`config.mk`:
```
export PLATFORM = sky130hd
export DESIGN_NAME = sdio_blk_rx
export DESIGN_NICKNAME = d
export VERILOG_FILES = /design/src/rtl/sdio_rx_pkg.sv /design/src/rtl/sdio_crc16x4.sv /design/src/rtl/sdio_nib_pack.sv /design/src/rtl/sdio_blk_rx.sv
export SDC_FILE = /design/constraint.sdc
export NUM_CORES = 1
export LEC_CHECK = 0
export ABC_CLOCK_PERIOD_IN_PS = 2750
export BUFFER_PORTS_ARGS = -buffer_cell sky130_fd_sc_hd__buf_2
export CORE_UTILIZATION = 47
export CTS_CLUSTER_SIZE = 30
export DETAILED_ROUTE_END_ITERATION = 10
export HOLD_SLACK_MARGIN = 0.1
export MAX_ROUTING_LAYER = met4
export PLACE_DENSITY = 0.67
export SLEW_MARGIN = 30
export SYNTH_ARGS = -nofsm -noshare
export SYNTH_HDL_FRONTEND = slang
export SYNTH_SLANG_ARGS = --single-unit
```
`constraint.sdc`:
```
create_clock -name clk -period 2.75 [get_ports clk]
set_input_delay 0.1375 -clock clk [delete_from_list [all_inputs] [get_ports clk]]
set_output_delay 0.1375 -clock clk [all_outputs]
set_load 0.05 [all_outputs]
```
`src/rtl/sdio_rx_pkg.sv`:
```
package sdio_rx_pkg;
  localparam int unsigned LANES = 4;
  localparam int unsigned CRC_W = 16;
  localparam logic [CRC_W-1:0] CRC_GEN = 16'h1021;

  typedef enum logic [2:0] {
    RX_IDLE,
    RX_WAIT,
    RX_PAY,
    RX_CRC,
    RX_END
  } rx_state_e;
endpackage

```
`src/rtl/sdio_crc16x4.sv`:
```
module sdio_crc16x4
  import sdio_rx_pkg::*;
(
  input  logic             clk,
  input  logic             rst_n,
  input  logic             clr,
  input  logic             upd,
  input  logic             shift,
  input  logic [LANES-1:0] d,
  output logic [LANES-1:0] top
);
  // storage interleaved: rem_q[k][l] is bit k of lane l's remainder
  logic [CRC_W-1:0][LANES-1:0] rem_q, rem_d;

  for (genvar l = 0; l < LANES; l++) begin : g_lane
    logic fb;
    assign fb     = d[l] ^ rem_q[CRC_W-1][l];
    assign top[l] = rem_q[CRC_W-1][l];
    always_comb begin
      for (int k = 0; k < CRC_W; k++) begin
        if (clr)
          rem_d[k][l] = 1'b0;
        else if (upd)
          rem_d[k][l] = (k == 0) ? fb : (rem_q[k-1][l] ^ (CRC_GEN[k] & fb));
        else if (shift)
          rem_d[k][l] = (k == 0) ? 1'b0 : rem_q[k-1][l];
        else
          rem_d[k][l] = rem_q[k][l];
      end
    end
  end

  always_ff @(posedge clk or negedge rst_n) begin
    if (!rst_n) rem_q <= '0;
    else        rem_q <= rem_d;
  end
endmodule

```
`src/rtl/sdio_nib_pack.sv`:
```
module sdio_nib_pack (
  input  logic       clk,
  input  logic       rst_n,
  input  logic       clr,
  input  logic       en,
  input  logic [3:0] d,
  output logic [7:0] byte_o,
  output logic       vld_o
);
  logic       ph_q, ph_d;
  logic [3:0] hi_q, hi_d;
  logic [7:0] by_q, by_d;
  logic       vld_q, vld_d;

  always_comb begin
    ph_d  = ph_q;
    hi_d  = hi_q;
    by_d  = by_q;
    vld_d = 1'b0;
    if (clr) begin
      ph_d = 1'b0;
    end else if (en) begin
      if (!ph_q) begin
        hi_d = d;
        ph_d = 1'b1;
      end else begin
        by_d  = {hi_q, d};
        vld_d = 1'b1;
        ph_d  = 1'b0;
      end
    end
  end

  always_ff @(posedge clk or negedge rst_n) begin
    if (!rst_n) begin
      ph_q  <= 1'b0;
      hi_q  <= '0;
      by_q  <= '0;
      vld_q <= 1'b0;
    end else begin
      ph_q  <= ph_d;
      hi_q  <= hi_d;
      by_q  <= by_d;
      vld_q <= vld_d;
    end
  end

  assign byte_o = by_q;
  assign vld_o  = vld_q;
endmodule

```
`src/rtl/sdio_blk_rx.sv`:
```
module sdio_blk_rx
  import sdio_rx_pkg::*;
#(
  parameter int unsigned MAX_BYTES = 512,
  parameter int unsigned LEN_W     = $clog2(MAX_BYTES + 1),
  parameter int unsigned TMO_W     = 16
) (
  input  logic             clk,
  input  logic             rst_n,
  input  logic             arm_i,
  input  logic [LEN_W-1:0] len_i,
  input  logic [TMO_W-1:0] tmo_i,
  input  logic [3:0]       dat_i,
  output logic [7:0]       byte_o,
  output logic             byte_vld_o,
  output logic             done_o,
  output logic [3:0]       crc_err_o,
  output logic             end_err_o,
  output logic             tmo_o
);
  localparam int unsigned NIB_W = LEN_W + 1;
  localparam logic [NIB_W-1:0] CRC_LAST = NIB_W'(CRC_W - 1);

  rx_state_e        st_q, st_d;
  logic [TMO_W-1:0] tcnt_q, tcnt_d, tlim_q, tlim_d;
  logic [NIB_W-1:0] ncnt_q, ncnt_d, nlast_q, nlast_d;
  logic             seen_q, seen_d;
  logic [3:0]       mis_q, mis_d, cerr_q, cerr_d;
  logic             eerr_q, eerr_d, tmo_q, tmo_d, done_q, done_d;
  logic             c_clr, c_upd, c_sh, p_clr, p_en;
  logic [3:0]       c_top;

  sdio_crc16x4 u_crc (
    .clk(clk), .rst_n(rst_n), .clr(c_clr), .upd(c_upd), .shift(c_sh),
    .d(dat_i), .top(c_top)
  );

  sdio_nib_pack u_pack (
    .clk(clk), .rst_n(rst_n), .clr(p_clr), .en(p_en), .d(dat_i),
    .byte_o(byte_o), .vld_o(byte_vld_o)
  );

  always_comb begin
    st_d    = st_q;
    tcnt_d  = tcnt_q;
    tlim_d  = tlim_q;
    ncnt_d  = ncnt_q;
    nlast_d = nlast_q;
    seen_d  = seen_q;
    mis_d   = mis_q;
    cerr_d  = cerr_q;
    eerr_d  = eerr_q;
    tmo_d   = tmo_q;
    done_d  = 1'b0;
    c_clr   = 1'b0;
    c_upd   = 1'b0;
    c_sh    = 1'b0;
    p_clr   = 1'b0;
    p_en    = 1'b0;
    unique case (st_q)
      RX_IDLE: if (arm_i) begin
        st_d    = RX_WAIT;
        tcnt_d  = '0;
        tlim_d  = tmo_i;
        nlast_d = {len_i, 1'b0} - NIB_W'(1);
        seen_d  = 1'b0;
        mis_d   = '0;
        cerr_d  = '0;
        eerr_d  = 1'b0;
        tmo_d   = 1'b0;
        c_clr   = 1'b1;
        p_clr   = 1'b1;
      end
      RX_WAIT: begin
        if (seen_q && dat_i == 4'h0) begin
          st_d   = RX_PAY;
          ncnt_d = '0;
        end else if (tcnt_q == tlim_q - TMO_W'(1)) begin
          st_d   = RX_IDLE;
          tmo_d  = 1'b1;
          done_d = 1'b1;
        end else begin
          tcnt_d = tcnt_q + TMO_W'(1);
          if (dat_i == 4'hF) seen_d = 1'b1;
        end
      end
      RX_PAY: begin
        c_upd = 1'b1;
        p_en  = 1'b1;
        if (ncnt_q == nlast_q) begin
          st_d   = RX_CRC;
          ncnt_d = '0;
        end else begin
          ncnt_d = ncnt_q + NIB_W'(1);
        end
      end
      RX_CRC: begin
        c_sh  = 1'b1;
        mis_d = mis_q | (dat_i ^ c_top);
        if (ncnt_q == CRC_LAST) st_d = RX_END;
        else                    ncnt_d = ncnt_q + NIB_W'(1);
      end
      RX_END: begin
        st_d   = RX_IDLE;
        cerr_d = mis_q;
        eerr_d = (dat_i != 4'hF);
        done_d = 1'b1;
      end
      default: st_d = RX_IDLE;
    endcase
  end

  always_ff @(posedge clk or negedge rst_n) begin
    if (!rst_n) begin
      st_q    <= RX_IDLE;
      tcnt_q  <= '0;
      tlim_q  <= '0;
      ncnt_q  <= '0;
      nlast_q <= '0;
      seen_q  <= 1'b0;
      mis_q   <= '0;
      cerr_q  <= '0;
      eerr_q  <= 1'b0;
      tmo_q   <= 1'b0;
      done_q  <= 1'b0;
    end else begin
      st_q    <= st_d;
      tcnt_q  <= tcnt_d;
      tlim_q  <= tlim_d;
      ncnt_q  <= ncnt_d;
      nlast_q <= nlast_d;
      seen_q  <= seen_d;
      mis_q   <= mis_d;
      cerr_q  <= cerr_d;
      eerr_q  <= eerr_d;
      tmo_q   <= tmo_d;
      done_q  <= done_d;
    end
  end

  assign done_o    = done_q;
  assign crc_err_o = cerr_q;
  assign end_err_o = eerr_q;
  assign tmo_o     = tmo_q;
endmodule

```
==> impl_table.tex <==
\begin{tabular}{lr}
\hline
Metric & Value \\
\hline
\multicolumn{2}{l}{\textbf{Run status}} \\
Outcome & finished, violations left \\
Violations in the final reports & negative setup slack \\
\multicolumn{2}{l}{\textbf{Min path}} \\
Worst min-delay path endpoint & st\_q[0] \\
Number of cells on the worst hold path & 3 \\
Hold Path Origin & arm\_i \\
Hold crit path type & primary input to register \\
\multicolumn{2}{l}{\textbf{Synthesis}} \\
Distinct cell type count after synthesis & 58 \\
Cell area after synthesis & 7200 sq um \\
Most repeated cell in the gate-level netlist after synthesis & nand2\_1 \\
Top-area cell type share of the netlist area & just over 50\% \\
Synth Register Bits & 147 \\
Share of flip-flops with an asynchronous set or reset after synthesis & between 90\% and 100\% \\
Commonest cells in the synthesized netlist & nand2\_1, dfrtp\_1, a21oi\_1 \\
Yosys warning total & 0 \\
Synth Area per Inst & about 9.1 sq um \\
Synth area leaders & dfrtp\_1, nand2\_1, xor2\_1 \\
Most area-hungry cell type in the Yosys netlist & dfrtp\_1 \\
Post-synthesis instance total & just under 800 \\
Number of enable-type register cells in the synthesized netlist & 0 \\
Main flop type after synthesis & dfrtp\_1 \\
Sequential fraction of the synthesis area & just over 50\% \\
Post-synthesis net count & 830 \\
\multicolumn{2}{l}{\textbf{Die}} \\
Width of the die & 126 um \\
Die height & roughly 130 um \\
I/O pin total & 49 \\
Initial Utilization & approximately half \\
Area of the die & $\sim$16000 sq um \\
Placement Rows & 44 \\
Area of the core & 14800 sq um \\
\multicolumn{2}{l}{\textbf{GRT}} \\
Remaining Overflow, GRT & 0 \\
Global router's overall resource usage & a little under a quarter \\
Pin count of the biggest net entering global routing & 69 \\
Vias in the first global route & around 6000 \\
Initial antenna violation count & 0 \\
Wire length of the first global-routing pass & 28700 um \\
\multicolumn{2}{l}{\textbf{Place}} \\
Final weighted congestion in routability-driven placement & approximately 0.86 \\
Number of buffer cells added on primary ports & 48 \\
Placement Setup Slack & -213 ps \\
Detail Placement HPWL & between 10000 and 15000 um \\
Cell count after placement & about 1000 \\
Cell Area, Placed & slightly below 8000 sq um \\
\multicolumn{2}{l}{\textbf{CTS}} \\
Clock slew at the register clock pins of the worst setup and hold paths & $\sim$60 ps \\
Root buffer cell & clkbuf\_16 \\
Clock buffer count from CTS & 17 \\
Max Buffers Root-to-Sink & 2 \\
Clock latency of the later-clocked register in the worst-skew pair & about 420 ps \\
CTS tree & yes \\
H-Tree Level Count & 4 \\
Clock Sinks & around 150 \\
\multicolumn{2}{l}{\textbf{Pwr}} \\
Reported leakage power & a little over 4 nW \\
Net switching power & 3.68 mW \\
Total Power & 9.43 mW \\
Power share of the combinational group & around two fifths \\
Power per cell area & between 1000 and 1500 nW/um\^{}2 \\
Internal portion of total power & 5.75 mW \\
Portion of total power attributed to the clock network & between 20\% and 30\% \\
Fraction of power spent switching nets & between 30\% and 40\% \\
Fraction of power consumed by sequential logic & between 30\% and 40\% \\
Maximum vdd drop & roughly 0.00058 V \\
\multicolumn{2}{l}{\textbf{Setup path}} \\
Path type of the worst setup path & register to register \\
Cell depth of the worst flop-to-flop path & 9 \\
Startpoint of the lowest-slack register-to-register path & tlim\_q[0] \\
Worst reg2reg setup slack & -110 ps \\
Highest fanout seen on the critical path & 16 \\
CP endpoint kind & register \\
Slowest cell delay on critical path & approximately 600 ps \\
CP top delay family & simple AND/OR/NAND/NOR gates \\
Worst setup SP type & register \\
CP Depth & 9 \\
Sequence of cells on the critical path & or4\_4 > or3\_1 > a31o\_2 > o22ai\_2 > buf\_4 > nor4\_4 > buf\_12 > or4\_1 > a21oi\_1 \\
WP data required & 3090 ps \\
Endpoint of the most critical register-to-register path & tcnt\_q[15] \\
Worst path bufs/invs & 2 \\
First element of the critical path & tlim\_q[0] \\
Worst path arrival time & around 3200 ps \\
Worst-path cell with the longest stage delay & or4\_4 \\
\multicolumn{2}{l}{\textbf{Route}} \\
DR vias & 6004 \\
Detailed-route DRC error count & 0 \\
Antenna-violating nets left & 0 \\
Violation count after the first detailed-route iteration & 427 \\
First-pass iteration count of the detailed router & 5 \\
Total wire length after detailed routing & about 17000 um \\
Wire length per cell & 15.7 um \\
Avg Vias per Cell & between 5 and 6 \\
\multicolumn{2}{l}{\textbf{Finish}} \\
Final core area utilization & 60.5\% \\
Final net count & 930 \\
Finished Cell Area & $\sim$8900 sq um \\
Inserted Diodes & 0 \\
Number of fillers in the final layout & $\sim$1300 \\
Signed area change from the synthesized netlist to the final layout & 23.9\% \\
Reg area & 3680 sq um \\
Multi-input gate area in the final layout & approximately 3400 sq um \\
Final standard cell count with taps included and fillers excluded & 1090 \\
Layout cells sized above 1 & between 10\% and 20\% \\
\multicolumn{2}{l}{\textbf{Timing}} \\
Fin crit share & 104\% \\
Post-route clock skew & about 11 ps \\
RSZ-0062 raised after global routing & yes \\
Max-slew violation count & 0 \\
Post-layout minimum cycle time & about 2900 ps \\
Hold Vio Cnt, Final & 0 \\
Relative slew margins & 56.9\% \\
Count of endpoints failing setup in the final report & 20 \\
Post-layout worst setup margin & -108 ps \\
Hold slack final & between 150 and 200 ps \\
Measured slew at the worst slew-check pin & $\sim$640 ps \\
Fmax & around 350 MHz \\
Setup TNS Final & -1030 ps \\
\multicolumn{2}{l}{\textbf{Flow run}} \\
Max Cap Viol & 0 \\
\hline
\end{tabular}
cells in the final DEF, fill, tap and decap left out, types with 5 or more instances in the layout:
cell type and count:
nor3_2 7, nor2_1 50, a211oi_1 10, nor3_1 18, inv_1 14, nand2b_1 9, and3_1 9, nor4_1 10
buf_4 43, mux2i_1 7, mux2_2 12, dlygate4sd3_1 33, nand2_1 196, xor2_1 42, o21ai_0 22, dfrtp_1 147
and2_1 5, buf_2 47, a22o_1 5, clkbuf_16 17, nand3_1 16, xnor2_1 20, a21oi_1 67, nand4_1 10
worst min-delay path: cells and delay by family:
kind	cells	cell delay (ps)
AOI/OAI and AO/OA	2	290
buffers and inverters	1	120
layer usage:
| layer | wire, um | up-vias | track usage (%) |
|---|---|---|---|
| li1 | - | 2890 | - |
| met1 | 7370 | 2931 | 28.5 |
| met2 | 8550 | 147 | 38.7 |
| met3 | 660 | 36 | 5.10 |
| met4 | 512 | 0 | 9.64 |
| met5 | 0 | - | - |
kinds of logic (layout without fill, tap and decap cells):
kind of cell / Yosys count / after routing / share of synthesized area (%)
flip-flops: 147 / 147 / 51.1
multiplexers: 19 / 19 / 2.85
adder cells (fa/ha/maj): 4 / 4 / 0.695
buffers and inverters: 62 / 175 / 3.47
AND/OR/NAND/NOR: 361 / 361 / 22.8
XOR/XNOR: 62 / 62 / 7.54
AO/OA/AOI/OAI: 138 / 138 / 11.6
final cells by class:
class,count,share of cell area (%)
Sequential cell,147,41.2
Multi-Input combinational cell,584,38.1
Timing Repair Buffer,128,10.9
Clock buffer,20,4.89
Tap cell,184,2.58
Clock inverter,12,1.67
Inverter,15,0.631
worst max path at each step:
| stage | to |
|---|---|
| floorplan | tcnt_q[5] |
| global placement | tcnt_q[7] |
| detailed placement | tcnt_q[2] |
| CTS | tcnt_q[14] |
| global route | tcnt_q[14] |
| finish | tcnt_q[15] |
what timing repair did:
action | in CTS | in global routing
endpoints found under the setup margin | 20 | 20
setup buffers | 2 | 1
resized for setup | 12 | 10
hold buffers | 33 | 0
hold endpoints to repair | 100 | 0
pin swaps | 10 | 3
power by group through the flow:
stage / logic [mW] / clock network (mW) / registers, mW
detailed placement: 3.44 / 0 / 3.54
global route: 4.01 / 2.44 / 3.62
CTS: 3.58 / 2.33 / 3.51
floorplan: 2.26 / 0 / 3.58
global placement: 3.36 / 0 / 3.50
finish: 3.61 / 2.29 / 3.52
registers in the layout, indices dropped and copies added (netlist names), 3 cells and up:
name,cells
u_crc.rem_q,60
tcnt_q,16
tlim_q,16
ncnt_q,11
nlast_q,11
u_pack.byte_o,8
crc_err_o,4
mis_q,4
u_crc.top,4
u_pack.hi_q,4
st_q,3
(Power assumes the default switching activity.)
